File: src/rtl/frame_age_pkg.sv
package frame_age_pkg;
  typedef enum logic {
    WALK_IDLE = 1'b0,
    WALK_RUN  = 1'b1
  } walk_state_t;
endpackage

File: src/rtl/touch_flags.sv
module touch_flags #(
  parameter int NUM_FRAMES = 16,
  localparam int IDX_W = $clog2(NUM_FRAMES)
) (
  input  logic                  clk,
  input  logic                  rst,
  input  logic                  acc_valid,
  input  logic [IDX_W-1:0]      acc_frame,
  input  logic                  clr_valid,
  input  logic [IDX_W-1:0]      clr_frame,
  input  logic                  tick_apply,
  input  logic [IDX_W-1:0]      rd_frame,
  output logic                  rd_flag,
  output logic [NUM_FRAMES-1:0] flag_vec
);
  logic [NUM_FRAMES-1:0] flag_q;

  for (genvar i = 0; i < NUM_FRAMES; i++) begin : g_flag
    logic hit_set;
    logic hit_clr;
    assign hit_set = acc_valid && (acc_frame == IDX_W'(i));
    assign hit_clr = clr_valid && (clr_frame == IDX_W'(i));
    always_ff @(posedge clk) begin
      if (rst)
        flag_q[i] <= 1'b0;
      else if (hit_set)
        flag_q[i] <= 1'b1;
      else if (tick_apply || hit_clr)
        flag_q[i] <= 1'b0;
    end
  end

  always_ff @(posedge clk) begin
    if (rst) rd_flag <= 1'b0;
    else     rd_flag <= flag_q[rd_frame];
  end

  assign flag_vec = flag_q;

  AST_ACCESS_SETS: assert property (@(posedge clk) disable iff (rst)
    acc_valid |=> flag_q[$past(acc_frame)]);
  AST_CLEAR_UNLESS_ACCESS: assert property (@(posedge clk) disable iff (rst)
    (clr_valid && !(acc_valid && acc_frame == clr_frame)) |=> !flag_q[$past(clr_frame)]);
  AST_RESET_EMPTIES: assert property (@(posedge clk)
    rst |=> (flag_q == '0));
endmodule

File: src/rtl/age_bank.sv
module age_bank #(
  parameter int NUM_FRAMES = 16,
  parameter int AGE_W      = 8,
  localparam int IDX_W = $clog2(NUM_FRAMES)
) (
  input  logic                  clk,
  input  logic                  rst,
  input  logic                  tick_apply,
  input  logic                  hold,
  input  logic [NUM_FRAMES-1:0] flag_vec,
  input  logic [IDX_W-1:0]      sel_idx,
  output logic [AGE_W-1:0]      sel_age
);
  logic [AGE_W-1:0] age_q [NUM_FRAMES];

  for (genvar i = 0; i < NUM_FRAMES; i++) begin : g_age
    always_ff @(posedge clk) begin
      if (rst)
        age_q[i] <= '0;
      else if (tick_apply)
        age_q[i] <= {flag_vec[i], age_q[i][AGE_W-1:1]};
    end

    AST_AGE_FROZEN_IN_WALK: assert property (@(posedge clk) disable iff (rst)
      hold |=> $stable(age_q[i]));
  end

  assign sel_age = age_q[sel_idx];
endmodule

File: src/rtl/min_walker.sv
module min_walker
  import frame_age_pkg::*;
#(
  parameter int NUM_FRAMES = 16,
  parameter int AGE_W      = 8,
  localparam int IDX_W = $clog2(NUM_FRAMES)
) (
  input  logic             clk,
  input  logic             rst,
  input  logic             req,
  input  logic [AGE_W-1:0] age_in,
  output logic [IDX_W-1:0] sel_idx,
  output logic             busy,
  output logic             vict_valid,
  output logic [IDX_W-1:0] vict_frame,
  output logic [AGE_W-1:0] vict_age
);
  localparam logic [IDX_W-1:0] LAST_IDX = IDX_W'(NUM_FRAMES - 1);

  walk_state_t      state_q;
  logic [IDX_W-1:0] idx_q;
  logic [IDX_W-1:0] best_idx_q;
  logic [AGE_W-1:0] best_age_q;
  logic             take;
  logic [IDX_W-1:0] nxt_idx;
  logic [AGE_W-1:0] nxt_age;

  // Strict less-than keeps the lowest index when ages tie.
  assign take    = (idx_q == '0) || (age_in < best_age_q);
  assign nxt_idx = take ? idx_q  : best_idx_q;
  assign nxt_age = take ? age_in : best_age_q;

  always_ff @(posedge clk) begin
    if (rst) begin
      state_q    <= WALK_IDLE;
      idx_q      <= '0;
      best_idx_q <= '0;
      best_age_q <= '0;
      vict_valid <= 1'b0;
      vict_frame <= '0;
      vict_age   <= '0;
    end else begin
      vict_valid <= 1'b0;
      case (state_q)
        WALK_IDLE: begin
          if (req) begin
            state_q <= WALK_RUN;
            idx_q   <= '0;
          end
        end
        WALK_RUN: begin
          best_idx_q <= nxt_idx;
          best_age_q <= nxt_age;
          if (idx_q == LAST_IDX) begin
            state_q    <= WALK_IDLE;
            vict_valid <= 1'b1;
            vict_frame <= nxt_idx;
            vict_age   <= nxt_age;
          end else begin
            idx_q <= idx_q + 1'b1;
          end
        end
        default: state_q <= WALK_IDLE;
      endcase
    end
  end

  assign busy    = (state_q == WALK_RUN);
  assign sel_idx = idx_q;

  AST_VALID_PULSE: assert property (@(posedge clk) disable iff (rst)
    vict_valid |=> !vict_valid);
  AST_VALID_ENDS_WALK: assert property (@(posedge clk) disable iff (rst)
    vict_valid |-> (!busy && $past(busy)));
  AST_VICT_IN_RANGE: assert property (@(posedge clk) disable iff (rst)
    vict_valid |-> (int'(vict_frame) < NUM_FRAMES));
endmodule

File: src/rtl/frame_age_tracker.sv
module frame_age_tracker #(
  parameter int NUM_FRAMES = 16,
  parameter int AGE_W      = 8,
  localparam int IDX_W = $clog2(NUM_FRAMES)
) (
  input  logic             clk,
  input  logic             rst,
  input  logic             acc_valid,
  input  logic [IDX_W-1:0] acc_frame,
  input  logic             tick,
  input  logic             clr_valid,
  input  logic [IDX_W-1:0] clr_frame,
  input  logic [IDX_W-1:0] rd_frame,
  output logic             rd_flag,
  input  logic             vict_req,
  output logic             vict_busy,
  output logic             vict_valid,
  output logic [IDX_W-1:0] vict_frame,
  output logic [AGE_W-1:0] vict_age
);
  logic                  busy;
  logic                  tick_held_q;
  logic                  tick_apply;
  logic [NUM_FRAMES-1:0] flag_vec;
  logic [IDX_W-1:0]      sel_idx;
  logic [AGE_W-1:0]      sel_age;

  assign tick_apply = (tick || tick_held_q) && !busy;

  // Ticks seen during a walk merge into one held tick.
  always_ff @(posedge clk) begin
    if (rst)                tick_held_q <= 1'b0;
    else if (busy && tick)  tick_held_q <= 1'b1;
    else if (tick_apply)    tick_held_q <= 1'b0;
  end

  touch_flags #(.NUM_FRAMES(NUM_FRAMES)) u_flags (
    .clk        (clk),
    .rst        (rst),
    .acc_valid  (acc_valid),
    .acc_frame  (acc_frame),
    .clr_valid  (clr_valid),
    .clr_frame  (clr_frame),
    .tick_apply (tick_apply),
    .rd_frame   (rd_frame),
    .rd_flag    (rd_flag),
    .flag_vec   (flag_vec)
  );

  age_bank #(.NUM_FRAMES(NUM_FRAMES), .AGE_W(AGE_W)) u_ages (
    .clk        (clk),
    .rst        (rst),
    .tick_apply (tick_apply),
    .hold       (busy),
    .flag_vec   (flag_vec),
    .sel_idx    (sel_idx),
    .sel_age    (sel_age)
  );

  min_walker #(.NUM_FRAMES(NUM_FRAMES), .AGE_W(AGE_W)) u_walk (
    .clk        (clk),
    .rst        (rst),
    .req        (vict_req),
    .age_in     (sel_age),
    .sel_idx    (sel_idx),
    .busy       (busy),
    .vict_valid (vict_valid),
    .vict_frame (vict_frame),
    .vict_age   (vict_age)
  );

  assign vict_busy = busy;

  AST_HELD_TICK_DRAINS: assert property (@(posedge clk) disable iff (rst)
    ($fell(busy) && tick_held_q) |-> tick_apply);
endmodule

File: config.mk
export PLATFORM = sky130hd
export DESIGN_NAME = frame_age_tracker
export DESIGN_NICKNAME = d
export VERILOG_FILES = /design/src/rtl/frame_age_pkg.sv /design/src/rtl/touch_flags.sv /design/src/rtl/age_bank.sv /design/src/rtl/min_walker.sv /design/src/rtl/frame_age_tracker.sv
export SDC_FILE = /design/constraint.sdc
export NUM_CORES = 1
export LEC_CHECK = 0
export CAP_MARGIN = 10
export CORE_ASPECT_RATIO = 1.1
export CORE_MARGIN = 2
export CORE_UTILIZATION = 55
export CTS_CLUSTER_DIAMETER = 150
export DETAILED_ROUTE_END_ITERATION = 6
export HOLD_SLACK_MARGIN = 0.06
export PLACE_DENSITY_LB_ADDON = 0.15
export SKIP_LAST_GASP = 1
export SYNTH_ARGS = -nofsm -noshare
export SYNTH_HDL_FRONTEND = slang
export SYNTH_SLANG_ARGS = --single-unit
File: constraint.sdc
create_clock -name clk -period 6.6 [get_ports clk]
set_input_delay 1.32 -clock clk [delete_from_list [all_inputs] [get_ports clk]]
set_output_delay 1.32 -clock clk [all_outputs]
set_load 0.05 [all_outputs]
-- After elaboration in Yosys (flattened, before gate mapping)
Memory sizes are Yosys's and may differ from the RTL's. A register that Yosys moved wholly into a read port is not among the register bits.
Index checks and enable logic that the tools add are counted.
- register bits after elaboration: 48
- memories kept: 1
- word-level logic and storage cells: 223
- memory bits (writable): 128
- input bits: 18
- output and inout port bits: 15
- reduce and logical (&&, ||, !) cells: 76
- bitwise operators: 17
- order comparisons: 2
- mux-type cells: 68
- equality and inequality tests: 33
- add/subtract/negate cells: 1
- memory list (name ; words ; bits a word ; read ports ; clocked after memory_dff ; wr ports ; RTL line ; text):
    u_ages.age_q ; 16 ; 8 ; 17 ; 1 ; 16 ; age_bank.sv:14 ; logic [AGE_W-1:0] age_q [NUM_FRAMES];
- operators by type and width (cell ; number):
    $mux 8 ; 17
    $eq 4x4->1 const B ; 17
    $mux 1 ; 43
    $logic_and 1x1->1 ; 34
    $reduce_bool 2->1 ; 17
    $eq 4x3->1 const B ; 8
    $mux 4 ; 5
    $logic_or 1x1->1 ; 18
    $eq 4x2->1 const B ; 4
    $or 1x1->1 ; 16
    $logic_not 4->1 ; 3
    $eq 4x1->1 const B ; 2
    $lt 8x8->1 ; 1
    $pmux 4 s2 ; 1
    $lt 4x5->1 const B ; 1
    $add 4x1->4 const B ; 1
    $bmux 1 s4 ; 1
    $ne 2x2->1 const B ; 2
    $reduce_and 2->1 ; 2
    $pmux 1 s2 ; 1
    $reduce_or 2->1 ; 1
    $logic_not 1->1 ; 1
    $not 1->1 ; 1

-- Depth between registers and ports, before layout
- depth in word-level cells: 6
- depth in mapped cells: 15
- depth with buffers taken out: 11

-- Modules after synthesis
From an unflattened synthesis, not the netlist that was laid out.
- cells, all modules: 631
- area, all modules: 8262.9 um^2
- by module, submodules not included (module ; cells an instance ; area an instance (um^2) ; sequential area each (um^2) ; instances):
    age_bank ; 342 ; 5745.5 ; 3843.7 ; 1
    min_walker ; 183 ; 1597.8 ; 600.6 ; 1
    touch_flags ; 102 ; 879.6 ; 340.3 ; 1
    frame_age_tracker ; 4 ; 40.0 ; 20.0 ; 1

-- Worst setup path before layout
OpenSTA, ideal clock, no wires.
- path kind: input to register
- start point: input port tick
- end point: memory u_ages.age_q[0][0] (enable)
- setup slack: 1.821 ns
- stages: 4
- arrival: 4.299 ns
- library setup time: 0.480 ns
- cell sequence: o21ai_1 nor2b_1 clkbuf_1 inv_1
- RTL lines (what ; RTL line ; text):
    from (decl) ; frame_age_tracker.sv:10 ; input logic tick,
    to (decl) ; age_bank.sv:14 ;

==> summary.md <==
| Metric | Value |
|---|---|
| Via count | 4867 |
| Worst skew pair latency | 0.43 ns |
| Rows | 46 |
| Initial Utilization | 56.6% |
| Ports | 33 |
| Vias per cell | 5.69 |
| Max cap viols | 0 |
| Worst hold path class | reg2reg |
| Layout Cells excl Fill | 856 |
| Combinational Power Share | 8.0% |
| First-pass GRT wire length | 24.6 mm |
| # resized after CTS | 0 |
| Power Internal | 2.00 mW |
| Sequential element share of the synthesized area | 59.3% |
| # port buffers | 32 |
| WP data arrival | 4.65 ns |
| Final HPWL from detailed placement | 9.88 mm |
| Setup bufs post-CTS | 0 |
| RSZ-0062 raised after global routing | false |
| Final core occ | 63.9% |
| Final nets | 678 |
| Worst-Margin Slew | 1.13 ns |
| CP required | 6.94 ns |
| CP peak stage delay | 0.73 ns |
| P&R area growth vs syn | 12.8% |
| Final setup viols | 0 |
| Vias in the first global route | 4944 |
| Synthesized cell area | 0.00824 sq mm |
| Post-Syn Instances | 629 |
| WL final | 14.9 mm |
| Worst path slowest cell | dfxtp_2 |
| Die span in y | 132 microns |
| Worst path top cell family by delay | compound AO/OA/AOI/OAI gates |
| Ratio of cells with drive above 1 in the final layout | 13.1% |
| CP most frequent cell | mux2i_1 |
| Avg Inst Size Synth | 13.1 sq um |
| Clk root buf | clkbuf_16 |
| DP Cell Count | 824 |
| Min Hold Slack | 0.463 ns |
| PD cells | 276 mW/mm^2 |
| RePlAce Congestion | 0.892 |
| Max VDD drop | 0.190 mV |
| Async set-or-reset flop fraction in the synthesized netlist | 0% |
| Cts hold-fix bufs | 0 |
| Ant diodes | 0 |
| CTS tree | done |
| Setup TNS | 0 ns |
| Buf/Inv on CP | 2 |
| Max Slew Vio Count | 0 |
| Mean routed wirelength per cell | 17.4 microns |
| Initial DRC count | 441 |
| Status | completed |
| Lkg Pwr | 3.34 nW |
| DIE WIDTH | 121 microns |
| EDFF count, synth | 128 |
| Synth cell types | 42 |
| Worst-path clk slew | 0.06 ns |
| CP Capture Type | register |
| Crit-path max FO | 20 |
| Final min period | 4.31 ns |
| Clk buf depth | 2 |
| DP Worst Slack | 2.11 ns |
| Worst path cell trace | buf_4, mux4_2, mux2i_1, mux2_2, inv_1, ha_1, nand2_1, o21ai_1, o21ai_0, a31oi_2, mux2i_1, a211oi_1 |
| Yosys warns | 0 |
| CTS Buf Count | 17 |
| Net Sw Frac | 22.0% |
| H-tree depth | 4 |
| DRC | 0 |
| Seq pwr share | 51.3% |
| Post-synth top flop | edfxtp_1 |
| Rel. slew slack | 24.8% |
| Clk sink count | 180 |
| # fillers | 1089 |
| Critical path class | reg2reg |
| Tot GR Track Use | 20.0% |
| FF+latch count, synth | 180 |
| Worst setup SP type | register |
| Clock Power Share | 40.7% |
| Final ANT Viol Nets | 0 |
| Final worst-path cycle share | 65.3% |
| Worst Setup Slack, final | 2.29 ns |
| Placeable Area | 0.0146 sq mm |
| Mapped Nets | 656 |
| Clk_skew | 0.00982 ns |
| Fin. Hold Viols | 0 |
| Largest net degree at the start of global routing | 129 |
| Switch Pwr | 0.565 mW |
| Initial antenna violation count | 0 |
| DR pass1 iterations | 5 |
| Die area | 0.0160 sq mm |
| Total grt overflow | 0 |
| FMAX | 0.232 GHz |
==> synthesized netlist by cell type, drive strengths merged, types with 15 or more instances <==
master | n | area, sq um
inv | 22 | 82.6
o21ai | 24 | 120
dfxtp | 52 | 1040
mux4 | 35 | 792
nand3 | 21 | 110
nor2 | 33 | 124
clkbuf | 22 | 82.6
nand2 | 23 | 86.3
a21oi | 23 | 115
buf | 15 | 105
edfxtp | 128 | 3840
and2 | 129 | 807
mux2i | 26 | 260
==> kinds of logic after synthesis <==
logic type,share of synthesized area [%]
and+or+nand+nor,15.9
AOI/OAI and AO/OA,6.16
buffers and inverters,3.28
DFF,59.3
muxes,14.0
adders and majority gates,1.37
==> worst min-delay path: cells and delay by family, from the launching register on <==
family	cells	cell delay, ns
flip-flops	1	0.31
AO/OA/AOI/OAI	1	0.05
AND/OR/NAND/NOR	1	0.06
==> final cells by class <==
| cell class | count | area (sq um) | area share [%] |
|---|---|---|---|
| well taps | 192 | 240 | 2.58 |
| inverters | 22 | 85.1 | 0.915 |
| repair buffers | 40 | 380 | 4.09 |
| clock buffers | 17 | 425 | 4.57 |
| multi-input cells | 390 | 3100 | 33.3 |
| clock inverters | 15 | 188 | 2.02 |
| flip-flops and latches | 180 | 4890 | 52.5 |
==> stage by stage <==
| stage | power (mW) | instance area [sq um] |
|---|---|---|
| after floorplan | 1.49 | 8240 |
| after global placement | 1.54 | 8690 |
| after detailed placement | 1.55 | 8690 |
| after CTS | 2.58 | 9300 |
| after global routing | 2.66 | 9300 |
| final | 2.56 | 9300 |
==> cells in the final DEF (no fill, tap or decap), drive strengths merged, types with 17 or more instances in the layout <==
cell type and count:
a21oi 23, mux2i 26, nor2 33, and2 129, mux4 35, nand2 23
nand3 21, dfxtp 52, inv 23, edfxtp 128, clkdlybuf4s50 32, clkbuf 17
o21ai 24
==> layer usage <==
metal	share of wire [%]	track usage [%]	wire length (microns)
met2	54	35.8	8070
met1	41	23.4	6030
met4	2.2	8.20	333
met3	3.0	3.98	441
met5	0	0	0
==> final timing paths <==
path	start	endpoint	slack, ns	cells after the start
worst max-delay path	register	u_walk.vict_frame[1]	2.29	12
worst min-delay path	u_walk.vict_age[0]	u_walk.vict_age[0]	0.46	2
worst max register to register	register	u_walk.vict_frame[1]	2.29	12
worst min register to register	u_walk.vict_age[0]	u_walk.vict_age[0]	0.46	2
==> sequential cells by signal, indices dropped and copies added, names as in the netlist, named ones only <==
register and flops:
u_walk.best_age_q 8, u_flags.flag_vec 16, u_walk.vict_valid 1, u_ages.age_q 128
u_flags.rd_flag 1, u_walk.vict_age 8, u_walk.sel_idx 4, u_walk.best_idx_q 4
u_walk.busy 1, u_walk.vict_frame 4, tick_held_q 1
==> power by group through the flow <==
stage,Combinational (mW),Clock [mW],Sequential (mW)
finish,0.206,1.04,1.32
global route,0.229,1.10,1.32
CTS,0.209,1.06,1.32
detailed placement,0.208,0,1.34
global placement,0.202,0,1.34
floorplan,0.160,0,1.33
Power figures use the tool's default switching activity.
